`src/rtl/tcu_sup_pkg.sv`:
```
package tcu_sup_pkg;

    // Number of per-unit flag fields carried in the status word
    localparam int unsigned FIELDS = 3;

    // Pulses seen in the current mains period, saturating
    typedef enum logic [1:0] {
        CNT_NONE = 2'd0,
        CNT_ONE  = 2'd1,
        CNT_MANY = 2'd2
    } pcount_e;

endpackage

```
`src/rtl/tcu_in_cond.sv`:
```
module tcu_in_cond #(
    parameter int unsigned FILT_CLKS = 40
) (
    input  logic clk,
    input  logic rst_n,
    input  logic line_n,
    output logic pulse_o
);
    localparam int unsigned CW = $clog2(FILT_CLKS + 1);

    typedef struct packed {
        logic          s1;
        logic          s2;
        logic          filt;
        logic [CW-1:0] cnt;
        logic          pulse;
    } cond_t;

    cond_t st_d, st_q;

    always_comb begin
        st_d       = st_q;
        st_d.s1    = ~line_n;
        st_d.s2    = st_q.s1;
        st_d.pulse = 1'b0;
        if (st_q.s2 == st_q.filt) begin
            st_d.cnt = '0;
        end else if (st_q.cnt == CW'(FILT_CLKS - 1)) begin
            st_d.cnt   = '0;
            st_d.filt  = st_q.s2;
            st_d.pulse = st_q.s2;
        end else begin
            st_d.cnt = st_q.cnt + 1'b1;
        end
    end

    always_ff @(posedge clk or negedge rst_n) begin
        if (!rst_n) st_q <= '0;
        else        st_q <= st_d;
    end

    assign pulse_o = st_q.pulse;


    pulse_single_chk: assert property (@(posedge clk) disable iff (!rst_n)
        st_q.pulse |=> !st_q.pulse);

endmodule

```
`src/rtl/tcu_cycle_timer.sv`:
```
module tcu_cycle_timer #(
    parameter int unsigned CYCLE_TICKS = 1_000_000
) (
    input  logic clk,
    input  logic rst_n,
    output logic cyc_end_o
);
    localparam int unsigned TW = (CYCLE_TICKS > 2) ? $clog2(CYCLE_TICKS) : 1;

    logic [TW-1:0] tick_d, tick_q;

    assign cyc_end_o = (tick_q == TW'(CYCLE_TICKS - 1));

    always_comb begin
        tick_d = cyc_end_o ? '0 : tick_q + 1'b1;
    end

    always_ff @(posedge clk or negedge rst_n) begin
        if (!rst_n) tick_q <= '0;
        else        tick_q <= tick_d;
    end

endmodule

```
`src/rtl/tcu_unit_monitor.sv`:
```
module tcu_unit_monitor
    import tcu_sup_pkg::*;
#(
    parameter int unsigned DEAD_CYCLES = 5
) (
    input  logic clk,
    input  logic rst_n,
    input  logic clear_i,
    input  logic pulse_i,
    input  logic cyc_end_i,
    output logic pow_o,
    output logic ov_o,
    output logic dead_o
);
    localparam int unsigned SW = $clog2(DEAD_CYCLES + 1);

    typedef struct packed {
        logic          pow;
        logic          ov;
        logic          dead;
        pcount_e       cnt;
        logic [SW-1:0] silent;
    } unit_t;

    unit_t st_d, st_q;

    always_comb begin
        st_d = st_q;
        if (clear_i) begin
            st_d = '0;
        end else begin
            if (cyc_end_i) begin
                if (st_q.cnt == CNT_NONE) begin
                    if (!st_q.dead) begin
                        st_d.silent = st_q.silent + 1'b1;
                        if (st_q.silent == SW'(DEAD_CYCLES - 1)) st_d.dead = 1'b1;
                    end
                end else begin
                    st_d.silent = '0;
                end
                st_d.cnt = CNT_NONE;
            end
            if (pulse_i) begin
                st_d.pow    = 1'b1;
                st_d.silent = '0;
                if (st_d.cnt != CNT_NONE) begin
                    st_d.ov  = 1'b1;
                    st_d.cnt = CNT_MANY;
                end else begin
                    st_d.cnt = CNT_ONE;
                end
            end
        end
    end

    always_ff @(posedge clk or negedge rst_n) begin
        if (!rst_n) st_q <= '0;
        else        st_q <= st_d;
    end

    assign pow_o  = st_q.pow;
    assign ov_o   = st_q.ov;
    assign dead_o = st_q.dead;


    ov_needs_pulse_chk: assert property (@(posedge clk) disable iff (!rst_n)
        $rose(st_q.ov) |-> $past(pulse_i));


    ov_after_energise_chk: assert property (@(posedge clk) disable iff (!rst_n)
        st_q.ov |-> st_q.pow);


    dead_on_boundary_chk: assert property (@(posedge clk) disable iff (!rst_n)
        $rose(st_q.dead) |-> $past(cyc_end_i));

endmodule

```
`src/rtl/tcu_pulse_supervisor.sv`:
```
module tcu_pulse_supervisor
    import tcu_sup_pkg::*;
#(
    parameter int unsigned N_UNITS     = 6,
    parameter int unsigned CYCLE_TICKS = 1_000_000,
    parameter int unsigned FILT_CLKS   = 40,
    parameter int unsigned DEAD_CYCLES = 5
) (
    input  logic                         clk,
    input  logic                         rst_n,
    input  logic                         clear,
    input  logic [N_UNITS-1:0]           ind_n,
    output logic [N_UNITS-1:0]           fire_cmd,
    output logic [N_UNITS-1:0]           energised,
    output logic [N_UNITS-1:0]           ov_mark,
    output logic [N_UNITS-1:0]           dead_mark,
    output logic                         disconnect_req,
    output logic                         status_valid,
    output logic [FIELDS*N_UNITS-1:0]    status_word
);
    localparam int unsigned STW = FIELDS * N_UNITS;

    logic               cyc_end;
    logic [N_UNITS-1:0] pulse_w, pow_w, ov_w, dead_w;

    tcu_cycle_timer #(.CYCLE_TICKS(CYCLE_TICKS)) u_timer (
        .clk      (clk),
        .rst_n    (rst_n),
        .cyc_end_o(cyc_end)
    );

    for (genvar g = 0; g < N_UNITS; g++) begin : g_unit
        tcu_in_cond #(.FILT_CLKS(FILT_CLKS)) u_cond (
            .clk    (clk),
            .rst_n  (rst_n),
            .line_n (ind_n[g]),
            .pulse_o(pulse_w[g])
        );
        tcu_unit_monitor #(.DEAD_CYCLES(DEAD_CYCLES)) u_mon (
            .clk      (clk),
            .rst_n    (rst_n),
            .clear_i  (clear),
            .pulse_i  (pulse_w[g]),
            .cyc_end_i(cyc_end),
            .pow_o    (pow_w[g]),
            .ov_o     (ov_w[g]),
            .dead_o   (dead_w[g])
        );
    end

    typedef struct packed {
        logic [N_UNITS-1:0] fire;
        logic               disc;
        logic               sv;
        logic [STW-1:0]     sw;
    } top_t;

    top_t st_d, st_q;

    always_comb begin
        st_d    = st_q;
        st_d.sv = cyc_end;
        if (cyc_end) st_d.sw = {dead_w, ov_w, pow_w};
        if (clear) begin
            st_d.fire = '0;
            st_d.disc = 1'b0;
        end else begin
            for (int i = 0; i < N_UNITS; i++) begin
                st_d.fire[i] = st_q.fire[i] | (|(ov_w & ~(N_UNITS'(1) << i)));
            end
            st_d.disc = st_q.disc | (|dead_w);
        end
    end

    always_ff @(posedge clk or negedge rst_n) begin
        if (!rst_n) st_q <= '0;
        else        st_q <= st_d;
    end

    assign fire_cmd       = st_q.fire;
    assign disconnect_req = st_q.disc;
    assign status_valid   = st_q.sv;
    assign status_word    = st_q.sw;
    assign energised      = pow_w;
    assign ov_mark        = ov_w;
    assign dead_mark      = dead_w;


    fire_follows_ov_chk: assert property (@(posedge clk) disable iff (!rst_n)
        ((|ov_w) && !clear) |=> (fire_cmd != '0));


    disc_follows_dead_chk: assert property (@(posedge clk) disable iff (!rst_n)
        ((|dead_w) && !clear) |=> disconnect_req);


    status_on_boundary_chk: assert property (@(posedge clk) disable iff (!rst_n)
        status_valid |-> $past(cyc_end));


    clear_drops_fire_chk: assert property (@(posedge clk) disable iff (!rst_n)
        clear |=> (fire_cmd == '0) && !disconnect_req);

endmodule

```
`config.mk`:
```
export PLATFORM = sky130hd
export DESIGN_NAME = tcu_pulse_supervisor
export DESIGN_NICKNAME = d
export VERILOG_FILES = /design/src/rtl/tcu_sup_pkg.sv /design/src/rtl/tcu_in_cond.sv /design/src/rtl/tcu_cycle_timer.sv /design/src/rtl/tcu_unit_monitor.sv /design/src/rtl/tcu_pulse_supervisor.sv
export SDC_FILE = /design/constraint.sdc
export NUM_CORES = 1
export LEC_CHECK = 0
export ABC_AREA = 1
export ABC_CLOCK_PERIOD_IN_PS = 4650
export BUFFER_PORTS_ARGS = -buffer_cell sky130_fd_sc_hd__buf_2
export CAP_MARGIN = 10
export CORE_ASPECT_RATIO = 0.75
export CORE_MARGIN = 2
export CORE_UTILIZATION = 60
export DETAILED_ROUTE_END_ITERATION = 10
export HOLD_SLACK_MARGIN = 0.02
export PLACE_DENSITY = 0.79
export SYNTH_ARGS = -nofsm -noshare
export SYNTH_HDL_FRONTEND = slang
export SYNTH_SLANG_ARGS = --single-unit
```
`constraint.sdc`:
```
create_clock -name clk -period 4.65 [get_ports clk]
set_clock_uncertainty 0.2 [all_clocks]
set_input_delay 0.2325 -clock clk [delete_from_list [all_inputs] [get_ports clk]]
set_output_delay 0.2325 -clock clk [all_outputs]
set_load 0.01 [all_outputs]
```
==> impl_summary.log, run 1 <==
INFO  metric synth_cell_type_count = 34
INFO  metric r2r_end = g_unit[3].u_mon.dead_o
INFO  metric clock_latency_on_the_worst_skew_pair = 430 ps
INFO  metric yosys.area_share.xor_xnor = 0.0327
INFO  metric synth_compound_area_frac = 0.0614
INFO  metric power_per_cell_area = 343 nW/um2
INFO  metric cell_breakdown_of_the_critical_path = ha_1, nand3_2, nor2_4, nand3_4, nand2_2, a21oi_1, nor2_1
INFO  metric synth_flop_cell = sky130_fd_sc_hd__dfrtp_1
INFO  metric yosys.area_share.adder = 0.0329
INFO  metric outcome = complete, no violations
INFO  metric core = 11700 um2
INFO  metric synth_enable_flop_cells = 0
INFO  metric worstSetupStartpointType = register
INFO  metric synth_area_per_cell = 8.81 um2
INFO  metric std_cell_rows = 34
INFO  metric mappedNetlistNets = 849
INFO  metric design.final.nets = 901
INFO  metric path_class = register to register
INFO  metric gp_routability_congestion = 0.906
INFO  metric rsz0062_at_grt = false
INFO  metric h_tree_levels = 4
INFO  metric post_synth_inst_count = 821
INFO  metric worst_hold_path_type = primary input to asynchronous set/reset pin
INFO  metric grt.total_usage = 0.256
INFO  metric cts.sink_count = 154
INFO  metric cts_inserted_buffers = 17
INFO  metric dieWidth = 131 um
INFO  metric slew_violations = 0
INFO  metric rr_worst_depth = 7
INFO  metric post-route-period-util = 0.497
INFO  metric maxSlewHeadroom = 0.405
INFO  metric grt_max_degree = 58
INFO  metric crit_path_end_kind = register
INFO  metric final_layout_size_suffix_gt1_frac = 0.148
INFO  metric drt-vias-per-instance = 5.30
INFO  metric peakVddDrop = 0.000331 V
INFO  metric cts_tree = yes
INFO  metric clk_slew_on_worst_s_h_paths = 60 ps
INFO  metric static-leakage-power = 4.37 nW
INFO  metric post_synth_and_or_nand_nor_area_fraction = 0.245
INFO  metric area_delta_synth_final = 13.0%
INFO  metric crit_path_max_incr_delay = 450 ps
INFO  metric finalCriticalPeriod = 2310 ps
INFO  metric n_antenna_cell = 0
INFO  metric initial_utilization = 0.620
INFO  metric placedInstanceArea = 7520 um2
INFO  metric die-area = 13000 um2
INFO  metric overflow = 0
INFO  metric dp_hpwl = 10.5 mm
INFO  metric tightestPinTransition = 892 ps
INFO  metric asyncSetResetFlopFracSynth = 1.00
INFO  metric dr_total_vias = 5558
INFO  metric worstPathArrival = 2470 ps
INFO  metric post_cts_resized = 0
INFO  metric max_freq = 433 MHz
INFO  metric drcViolationCount = 0
INFO  metric rrSetupSlack = 2340 ps
INFO  metric stdcell_area = 8170 um2
INFO  metric final_antenna_net_count = 0
INFO  metric io_buffer_count = 52
INFO  metric synthesis.yosys.warnings = 0
INFO  metric grt_antenna_before_repair = 0
INFO  metric mappedNetlistArea = 7230 um2
INFO  metric slowest_stage_cell_crit_path = sky130_fd_sc_hd__nand3_4
INFO  metric setup_tns = 0 ps
INFO  metric first_pass_iters = 6
INFO  metric clk_root_buffer_cell = sky130_fd_sc_hd__clkbuf_16
INFO  metric drt-initial-drc-count = 458
INFO  metric max-cap-violations = 0
INFO  metric die_height = 99.1 um
INFO  metric synth_top_family_by_area = simple AND/OR/NAND/NOR gates
INFO  metric finalWirelength = 15.3 mm
INFO  metric number_of_register_bits_inferred_by_synthesis = 154
INFO  metric crit_fanout = 44
INFO  metric clock_tree.buffer_depth = 2
INFO  metric finalHoldViolations = 0
INFO  metric crit-reg2reg-launch = u_timer.tick_q[0]
INFO  metric grt_first_pass_wirelength = 25.9 mm
INFO  metric vias_in_the_first_global_route = 5535
INFO  metric floorplan.io_pins = 53
INFO  metric yosys-mux-area-fraction = 0
INFO  metric worstPathRequired = 4800 ps
INFO  metric drt-wirelength-per-cell = 14.6 um
INFO  metric synth.yosys.seq_area_share = 0.533
INFO  metric setup_viol_count_final = 0
[flip-flops by register name (all words and copies together) (netlist names), 18 cells and up]
signal / count
status_word: 18
g_unit.u_mon.st_q: 30
u_timer.tick_q: 20
g_unit.u_cond.st_q: 48
[cells in the mapped netlist (all sizes together), types with 5 or more instances]
cell / instances / area share
nor3b: 6 / 0.0062
nor2: 117 / 0.066
nand2: 167 / 0.089
or2: 5 / 0.0043
a21oi: 19 / 0.015
nor4: 7 / 0.0061
nor3: 11 / 0.0092
nand3b: 7 / 0.0073
nand3: 49 / 0.041
dfrtp: 154 / 0.53
o21ai: 42 / 0.033
xor2: 26 / 0.031
ha: 19 / 0.033
inv: 129 / 0.067
o22ai: 6 / 0.0052
o31ai: 6 / 0.0062
nand4: 19 / 0.016
buf: 26 / 0.026
[per-layer routing]
layer | share of wire | up-vias | GRT usage | routed length (um)
met5 | 0 | - | 0 | 0
met4 | 0.017 | 0 | 0.0892 | 265
met3 | 0.050 | 28 | 0.0489 | 764
met2 | 0.49 | 142 | 0.417 | 7590
met1 | 0.44 | 2692 | 0.347 | 6720
li1 | - | 2696 | - | -
[layout make-up]
class                           count  area [um2]
Inverter                          129         484
Sequential cell                   154        3850
Multi-Input combinational cell    509        2690
Tap cell                          162         203
Clock buffer                       19         443
Timing Repair Buffer               62         359
Fill cell                         874        3490
Clock inverter                     13         134
[cells in the final DEF (no fill, tap or decap), types with 8 or more instances in the layout]
cell type and count:
sky130_fd_sc_hd__nand2_1 159, sky130_fd_sc_hd__a21oi_1 15, sky130_fd_sc_hd__inv_1 124, sky130_fd_sc_hd__o21ai_0 27, sky130_fd_sc_hd__ha_1 19, sky130_fd_sc_hd__buf_2 51
sky130_fd_sc_hd__dfrtp_1 154, sky130_fd_sc_hd__nand3_1 42, sky130_fd_sc_hd__nor3_1 10, sky130_fd_sc_hd__xor2_1 26, sky130_fd_sc_hd__o21ai_1 8, sky130_fd_sc_hd__nand4_1 19
sky130_fd_sc_hd__nand2_2 8, sky130_fd_sc_hd__nor2_1 109, sky130_fd_sc_hd__clkbuf_16 17
[per-stage QoR]
step	cells	utilization	hold WS [ps]	setup WS (ps)	total power [mW]
after global placement	1009	0.645	9.03	2480	1.47
final	1048	0.701	119	2340	2.80
after floorplan	821	-	-263	2980	1.43
after detailed placement	1009	0.645	14.4	2380	1.47
after global routing	1048	0.701	150	2170	2.89
after CTS	1048	0.701	116	2330	2.82
[repair_timing]
item / in CTS / in global routing
endpoints found under the hold margin: 58 / 0
hold buffers: 7 / 0
endpoints found under the setup margin: 0 / 0
buffers inserted: 0 / 0
[cell families after synthesis]
kind of cell    after synthesis
fa+ha+maj                    19
flops                       154
simple gates                388
compound gates               75
buf+inv                     158
xor+xnor                     27
[how the worst max path moves through the flow]
stage	start	to	slack [ps]	cells after the start
2_1_floorplan	u_timer.tick_q[0]	status_word[10]	2980	7
3_3_place_gp	u_timer.tick_q[0]	status_word[13]	2480	7
3_5_place_dp	u_timer.tick_q[0]	status_word[14]	2380	7
4_1_cts	u_timer.tick_q[0]	status_word[14]	2330	7
5_1_grt	u_timer.tick_q[0]	g_unit[3].u_mon.dead_o	2170	7
6_report	u_timer.tick_q[0]	g_unit[3].u_mon.dead_o	2340	7
[critical path: cells and delay by family (launching register included)]
family	cells	cell delay (ps)
AOI/OAI and AO/OA	1	110
DFF	1	390
and+or+nand+nor	5	1300
adders and majority gates	1	210
[power by group]
part           internal [mW]  switching [mW]
Sequential              1.36          0.0112
Combinational         0.0239          0.0597
Clock                  0.765           0.581
(Power assumes the default switching activity.)
==> run 2: changes to the inputs <==
ABC_CLOCK_PERIOD_IN_PS = 2000   (was 4650)
CORE_UTILIZATION = 54   (was 60)
PLACE_DENSITY = 0.76   (was 0.79)
clock period = 2 ns   (was 4.65 ns; I/O delays follow)
==> impl_summary.log, run 2 (same netlist as run 1, synthesis figures left out) <==
INFO  metric peakVddDrop = 0.000700 V (was 0.000331 V)
INFO  metric worstPathRequired = 2120 ps (was 4800 ps)
INFO  metric h_tree_levels = 4 (unchanged)
INFO  metric die-area = 14300 um2 (was 13000 um2)
INFO  metric slew_violations = 0 (unchanged)
INFO  metric max-cap-violations = 0 (unchanged)
INFO  metric max_freq = 524 MHz (was 433 MHz)
INFO  metric layout_setup_ws = 93.0 ps (was 2340 ps)
INFO  metric tightestPinTransition = 531 ps (was 892 ps)
INFO  metric setup_viol_count_final = 0 (unchanged)
INFO  metric design.final.nets = 927 (was 901)
INFO  metric static-leakage-power = 4.47 nW (was 4.37 nW)
INFO  metric drt-vias-per-instance = 5.14 (was 5.30)
INFO  metric clk_root_buffer_cell = sky130_fd_sc_hd__clkbuf_16 (unchanged)
INFO  metric power_per_cell_area = 778 nW/um2 (was 343 nW/um2)
INFO  metric finalWirelength = 15.4 mm (was 15.3 mm)
INFO  metric setup_tns = 0 ps (unchanged)
INFO  metric maxSlewHeadroom = 0.646 (was 0.405)
INFO  metric dp_hpwl = 10.4 mm (was 10.5 mm)
INFO  metric finalCriticalPeriod = 1910 ps (was 2310 ps)
INFO  metric core = 13000 um2 (was 11700 um2)
INFO  metric fin_hold_ws = 13.6 ps (was 119 ps)
INFO  metric post-route-period-util = 0.954 (was 0.497)
INFO  metric overflow = 0 (unchanged)
INFO  metric largest_register_ffs = 48 (unchanged)
INFO  metric clock_tree.buffer_depth = 2 (unchanged)
INFO  metric drcViolationCount = 0 (unchanged)
INFO  metric crit_path_end_kind = register (unchanged)
INFO  metric drt-wirelength-per-cell = 14.2 um (was 14.6 um)
INFO  metric path_class = register to register (unchanged)
INFO  metric layout_commonest_cell = sky130_fd_sc_hd__nand2_1 (unchanged)
INFO  metric place_ws = 6.85 ps (was 2380 ps)
INFO  metric n_antenna_cell = 0 (unchanged)
INFO  metric clk_slew_on_worst_s_h_paths = 60 ps (about the same)
INFO  metric std_cell_rows = 36 (was 34)
INFO  metric biggestRegsByFlops = g_unit.u_cond.st_q x48, g_unit.u_mon.st_q x30, u_timer.tick_q x20 (unchanged)
INFO  metric final_antenna_net_count = 0 (unchanged)
INFO  metric grt.total_usage = 0.228 (was 0.256)
INFO  metric grt_first_pass_wirelength = 25.6 mm (was 25.9 mm)
INFO  metric most_flops_register = g_unit.u_cond.st_q (unchanged)
INFO  metric drt-initial-drc-count = 454 (was 458)
INFO  metric outcome = complete, no violations (unchanged)
INFO  metric area_delta_synth_final = 17.0% (was 13.0%)
INFO  metric finalCoreUtilization = 0.650 (was 0.701)
INFO  metric first_pass_iters = 7 (was 6)
INFO  metric clock_latency_on_the_worst_skew_pair = 420 ps (was 430 ps)
INFO  metric dr_total_vias = 5568 (was 5558)
INFO  metric cts.sink_count = 154 (unchanged)
INFO  metric io_buffer_count = 52 (unchanged)
INFO  metric grt_antenna_before_repair = 0 (unchanged)
INFO  metric total_power = 6.58 mW (was 2.80 mW)
INFO  metric worstPathArrival = 2030 ps (was 2470 ps)
INFO  metric worst_hold_path_type = primary input to asynchronous set/reset pin (unchanged)
INFO  metric mostFrequentLayoutCells = sky130_fd_sc_hd__nand2_1, sky130_fd_sc_hd__dfrtp_1, sky130_fd_sc_hd__inv_1 (unchanged)
INFO  metric worstSetupStartpointType = register (unchanged)
INFO  metric initial_utilization = 0.555 (was 0.620)
INFO  metric cts_inserted_buffers = 17 (unchanged)
INFO  metric finalHoldViolations = 0 (unchanged)
INFO  metric gp_routability_congestion = 0.872 (was 0.906)
INFO  metric floorplan.io_pins = 53 (unchanged)
INFO  metric grt_max_degree = 55 (was 58)
INFO  metric vias_in_the_first_global_route = 5241 (was 5535)
INFO  metric cts_tree = yes (unchanged)
INFO  metric final_layout_size_suffix_gt1_frac = 0.179 (was 0.148)
INFO  metric die_height = 104 um (was 99.1 um)
INFO  metric crit_fanout = 4 (was 44)
INFO  metric dieWidth = 138 um (was 131 um)
[run 2: cell types whose count changed in the layout (fill, tap and decap cells not counted), sizes merged]
| cell | previous run | this run |
|---|---|---|
| buf | 55 | 79 |
| inv | 135 | 130 |
| clkinvlp | 2 | 6 |
| bufinv | 1 | 2 |
| clkbuf | 19 | 20 |
| clkinv | 4 | 3 |
| dlygate4sd3 | 7 | 8 |
| nand3 | 49 | 50 |
[run 2: critical path, cell delays in order, from the launching register on]
cell and delay (ps):
sky130_fd_sc_hd__dfrtp_1 380, sky130_fd_sc_hd__ha_2 210, sky130_fd_sc_hd__nand3_2 110, sky130_fd_sc_hd__buf_4 190, sky130_fd_sc_hd__nor2_4 130, sky130_fd_sc_hd__nand4_1 160
sky130_fd_sc_hd__or2_2 310, sky130_fd_sc_hd__nand3_1 70, sky130_fd_sc_hd__inv_1 40
[run 2: path summary, 6_finish.rpt]
check | start | to | slack (ps) | cells after the start
setup / recovery | u_timer.tick_q[0] | u_timer.tick_q[12] | 90 | 8
hold / removal | rst_n | u_timer.tick_q[14] | 10 | 2
setup reg to reg | u_timer.tick_q[0] | u_timer.tick_q[12] | 90 | 8
hold reg to reg | g_unit[2].u_cond.st_d[8] | g_unit[2].u_cond.st_q[8] | 150 | 0
max in group asynchronous | rst_n | g_unit[3].u_mon.st_q[4] | 1010 | 3
min in group clk | ind_n[1] | g_unit[1].u_cond.st_d[8] | 140 | 3
[run 2: layer usage]
metal / vias to the layer above / global-route usage / share of wire
li1: 2734 / - / -
met2: 159 / 0.341 / 0.46
met5: - / 0 / 0
met3: 16 / 0.0482 / 0.061
met4: 0 / 0.0655 / 0.012
met1: 2659 / 0.336 / 0.47
[run 2: stage by stage]
stage / cells / instance area, um2
6_report: 1083 / 8460
5_1_grt: 1083 / 8460
4_1_cts: 1079 / 8380
3_5_place_dp: 1036 / 7690
3_3_place_gp: 1036 / 7690
2_1_floorplan: 821 / 7230
[run 2: timing repair]
action	CTS	global route
hold buffers	8	0
gates resized for setup	0	12
pin swaps	1	2
endpoints found under the setup margin	5	46
endpoints found under the hold margin	172	0
buffers inserted	3	3
cloned	0	1
[run 2: cell type report]
| type | instances | area (um2) |
|---|---|---|
| clock buffers | 20 | 447 |
| flip-flops and latches | 154 | 3850 |
| clock inverters | 12 | 141 |
| multi-input cells | 510 | 2740 |
| fillers | 1016 | 4560 |
| repair buffers | 87 | 574 |
| well taps | 171 | 214 |
| inverters | 129 | 492 |
[run 2: report_power, final]
group	leakage, nW	total [mW]	switching (mW)	internal [mW]
Clock	0.275	3.19	1.30	1.89
Combinational	2.10	0.212	0.143	0.0686
Sequential	2.09	3.18	0.0259	3.16
Total	4.47	6.58	1.47	5.11
==> run 3: changes to the inputs <==
CTS_CLUSTER_SIZE = 25   (was not set)
PLACE_DENSITY = 0.75   (was 0.76)
SYNTH_HIERARCHICAL = 1   (was not set)
==> impl_summary.log, run 3 <==
INFO  metric outcome = complete, no violations (unchanged)
INFO  metric max_freq = 519 MHz (was 524 MHz)
INFO  metric place_ws = -29.2 ps (was 6.85 ps)
INFO  metric biggestRegsByFlops = g_unit.u_cond/st_q x48, g_unit.u_mon/st_q x30, u_timer/tick_q x20 (was g_unit.u_cond.st_q x48, g_unit.u_mon.st_q x30, u_timer.tick_q x20)
INFO  metric cts_tree = yes (unchanged)
INFO  metric power_per_cell_area = 740 nW/um2 (was 778 nW/um2)
INFO  metric overflow = 0 (unchanged)
INFO  metric first_pass_iters = 6 (was 7)
INFO  metric io_buffer_count = 52 (unchanged)
INFO  metric worst_hold_path_type = primary input to register (was primary input to asynchronous set/reset pin)
INFO  metric holdPathEnd = g_unit[3].u_cond/st_d[8]
INFO  metric post-route-period-util = 0.964 (was 0.954)
INFO  metric finalCriticalPeriod = 1930 ps (was 1910 ps)
INFO  metric clock_tree.buffer_depth = 2 (unchanged)
INFO  metric clk_root_buffer_cell = sky130_fd_sc_hd__clkbuf_16 (unchanged)
INFO  metric mappedNetlistArea = 7370 um2 (was 7230 um2)
INFO  metric regArea = 3850 um2 (unchanged)
INFO  metric grt.total_usage = 0.223 (was 0.228)
INFO  metric intPower = 5.06 mW (was 5.11 mW)
INFO  metric static-leakage-power = 4.57 nW (was 4.47 nW)
INFO  metric hp-start = ind_n[3]
INFO  metric most_flops_register = g_unit.u_cond/st_q (was g_unit.u_cond.st_q)
INFO  metric synth.yosys.seq_area_share = 0.523 (was 0.533)
INFO  metric synth_enable_flop_cells = 0 (unchanged)
INFO  metric crit_start = u_timer/tick_q[14] (was u_timer.tick_q[0])
INFO  metric clock_power_share = 0.482 (was 0.484)
INFO  metric synth_area_leader_cell = sky130_fd_sc_hd__dfrtp_1 (unchanged)
INFO  metric p_sw = 1.48 mW (was 1.47 mW)
INFO  metric crit_path_end_kind = register (unchanged)
INFO  metric setup_viol_count_final = 0 (unchanged)
INFO  metric total_power = 6.55 mW (was 6.58 mW)
INFO  metric crit-reg2reg-launch = u_timer/tick_q[14] (was u_timer.tick_q[0])
INFO  metric max-cap-violations = 0 (unchanged)
INFO  metric dieWidth = 139 um (was 138 um)
INFO  metric layout_setup_ws = 73.0 ps (was 93.0 ps)
INFO  metric drt-wirelength-per-cell = 13.7 um (was 14.2 um)
INFO  metric yosys.area.top_type_share = 0.523 (was 0.533)
INFO  metric clock_latency_on_the_worst_skew_pair = 420 ps (about the same)
INFO  metric tightestPinTransition = 570 ps (was 531 ps)
INFO  metric holdPathStages = 3
INFO  metric number_of_register_bits_inferred_by_synthesis = 154 (unchanged)
INFO  metric comb_power_share = 0.031 (was 0.032)
INFO  metric synth_common_cells = sky130_fd_sc_hd__dfrtp_1, sky130_fd_sc_hd__inv_1, sky130_fd_sc_hd__nand2_1 (was sky130_fd_sc_hd__nand2_1, sky130_fd_sc_hd__dfrtp_1, sky130_fd_sc_hd__inv_1)
INFO  metric grt_first_pass_wirelength = 26.2 mm (was 25.6 mm)
INFO  metric synth_area_per_cell = 8.64 um2 (was 8.81 um2)
INFO  metric dr_total_vias = 5742 (was 5568)
INFO  metric finalCoreUtilization = 0.672 (was 0.650)
INFO  metric multi_input_gate_area = 2930 um2 (was 2740 um2)
INFO  metric grt_max_degree = 61 (was 55)
INFO  metric largest_register_ffs = 48 (unchanged)
INFO  metric path_class = register to register (unchanged)
INFO  metric cts.sink_count = 154 (unchanged)
INFO  metric asyncSetResetFlopFracSynth = 1.00 (unchanged)
INFO  metric n_antenna_cell = 0 (unchanged)
INFO  metric gp_routability_congestion = 0.890 (was 0.872)
INFO  metric clk_slew_on_worst_s_h_paths = 60 ps (about the same)
INFO  metric drt-vias-per-instance = 5.05 (was 5.14)
INFO  metric finalWirelength = 15.6 mm (was 15.4 mm)
INFO  metric post_synth_inst_count = 853 (was 821)
INFO  metric layout_commonest_cell = sky130_fd_sc_hd__dfrtp_1 (was sky130_fd_sc_hd__nand2_1)
INFO  metric vias_in_the_first_global_route = 5470 (was 5241)
INFO  metric power.sequential.fraction = 0.487 (was 0.484)
INFO  metric drcViolationCount = 0 (unchanged)
INFO  metric slew_violations = 0 (unchanged)
INFO  metric rrSetupSlack = 70 ps (was 90 ps)
INFO  metric grt_antenna_before_repair = 0 (unchanged)
INFO  metric detail_route.wirelength.met1 = 7.62 mm (was 7.17 mm)
INFO  metric worstPathArrival = 2010 ps (was 2030 ps)
INFO  metric dp_hpwl = 10.1 mm (was 10.4 mm)
INFO  metric design.final.nets = 982 (was 927)
INFO  metric std_cell_rows = 36 (unchanged)
INFO  metric peakVddDrop = 0.000606 V (was 0.000700 V)
INFO  metric worstSetupStartpointType = register (unchanged)
INFO  metric cts_inserted_buffers = 17 (unchanged)
INFO  metric highest_routing_layer_actually_used = met4 (unchanged)
INFO  metric leading_post_synthesis_cells_by_cell_area = sky130_fd_sc_hd__dfrtp_1, sky130_fd_sc_hd__inv_1, sky130_fd_sc_hd__nand2_1, sky130_fd_sc_hd__nor2_1, sky130_fd_sc_hd__nand3_1 (was sky130_fd_sc_hd__dfrtp_1, sky130_fd_sc_hd__nand2_1, sky130_fd_sc_hd__inv_1, sky130_fd_sc_hd__nor2_1, sky130_fd_sc_hd__ha_1)
INFO  metric yosysMostFrequentCell = sky130_fd_sc_hd__dfrtp_1 (was sky130_fd_sc_hd__nand2_1)
INFO  metric final_antenna_net_count = 0 (unchanged)
INFO  metric die-area = 14600 um2 (was 14300 um2)
INFO  metric stdcell_area = 8840 um2 (was 8460 um2)
INFO  metric h_tree_levels = 4 (unchanged)
INFO  metric mappedNetlistNets = 881 (was 849)
INFO  metric rr_worst_depth = 10 (was 8)
INFO  metric routed-wl-met3 = 851 um (was 945 um)
INFO  metric finalHoldViolations = 0 (unchanged)
INFO  metric worstPathRequired = 2080 ps (was 2120 ps)
INFO  metric crit_fanout = 11 (was 4)
INFO  metric filler_cell_count = 1044 (was 1016)
INFO  metric mostFrequentLayoutCells = sky130_fd_sc_hd__dfrtp_1, sky130_fd_sc_hd__nand2_1, sky130_fd_sc_hd__inv_1 (was sky130_fd_sc_hd__nand2_1, sky130_fd_sc_hd__dfrtp_1, sky130_fd_sc_hd__inv_1)
INFO  metric core = 13200 um2 (was 13000 um2)
INFO  metric placedInstanceArea = 7960 um2 (was 7690 um2)
INFO  metric synth_cell_type_count = 28 (was 34)
INFO  metric synth_flop_cell = sky130_fd_sc_hd__dfrtp_1 (unchanged)
INFO  metric die_height = 105 um (was 104 um)
INFO  metric area_delta_synth_final = 20.1% (was 17.0%)
INFO  metric sw_frac_of_total = 0.226 (was 0.223)
INFO  metric synthesis.yosys.warnings = 6 (was 0)
INFO  metric floorplan.io_pins = 53 (unchanged)
INFO  metric initial_utilization = 0.560 (was 0.555)
INFO  metric final_layout_size_suffix_gt1_frac = 0.189 (was 0.179)
INFO  metric maxSlewHeadroom = 0.620 (was 0.646)
INFO  metric drt-initial-drc-count = 418 (was 454)
INFO  metric r2r_end = g_unit[0].u_mon/st_q[4] (was u_timer.tick_q[12])
INFO  metric dr_wl_met2 = 7.03 mm (was 7.07 mm)
[run 3: worst max path at each step]
stage	endpoint	slack, ps	depth (start not counted)
floorplan	g_unit[0].u_mon/st_q[4]	110	9
global placement	status_word[7]	100	8
detailed placement	g_unit[0].u_mon/st_q[4]	-30	9
CTS	g_unit[0].u_mon/st_q[4]	4	9
global route	g_unit[1].u_mon/st_q[4]	-50	9
finish	g_unit[0].u_mon/st_q[4]	70	10
[run 3: layer usage]
layer	vias to the layer above	global-route usage
met5	-	0
met3	6	0.0669
li1	2877	-
met1	2709	0.325
met2	150	0.332
met4	0	0.0491
[run 3: repair_timing]
| item | 4_1_cts | 5_1_grt |
|---|---|---|
| endpoints found under the setup margin | 9 | 41 |
| gates cloned | 0 | 4 |
| resized for setup | 1 | 15 |
| hold endpoints to repair | 169 | 0 |
| pin swaps | 0 | 4 |
| buffers inserted | 0 | 6 |
| hold buffers | 9 | 0 |
[run 3: area by class of cell]
type / count / share of cell area
sequential: 154 / 0.436
tap: 171 / 0.0242
clock buffer: 18 / 0.0485
inverter: 142 / 0.0608
clock inverter: 14 / 0.0167
multi-input combinational: 547 / 0.332
timing repair buffer: 92 / 0.0823
[run 3: cells by family (layout without fill, tap and decap cells)]
group	after synthesis	after routing	share of synthesized area
compound gates	80	80	0.0656
buf+inv	152	266	0.0851
xor+xnor	26	26	0.0309
flops	154	154	0.523
fa+ha+maj	19	19	0.0323
simple gates	422	422	0.263
[run 3: power by group through the flow]
stage               Sequential (mW)  Clock (mW)  Combinational (mW)
floorplan                      3.24           0              0.0756
global placement               3.24           0               0.188
detailed placement             3.24           0               0.191
CTS                            3.19        3.20               0.207
global route                   3.19        3.37               0.239
finish                         3.19        3.16               0.201
[run 3: worst max-delay path, cell delays in order (launching register included)]
cell and delay, ps:
sky130_fd_sc_hd__dfrtp_1 400, sky130_fd_sc_hd__inv_1 90, sky130_fd_sc_hd__nor2_2 120, sky130_fd_sc_hd__nand2_1 70, sky130_fd_sc_hd__nor2_1 130, sky130_fd_sc_hd__nand3b_1 160, sky130_fd_sc_hd__clkinv_4 160, sky130_fd_sc_hd__buf_12 160
sky130_fd_sc_hd__inv_1 60, sky130_fd_sc_hd__a21oi_1 170, sky130_fd_sc_hd__nor3b_2 60
[run 3: through the flow]
stage               setup TNS, ps  hold WS, ps  instances
CTS                             0          132       1128
finish                          0          139       1138
detailed placement          -66.9         -144       1087
global placement                0         -143       1087
global route                 -188          117       1138
floorplan                       0         -396        853
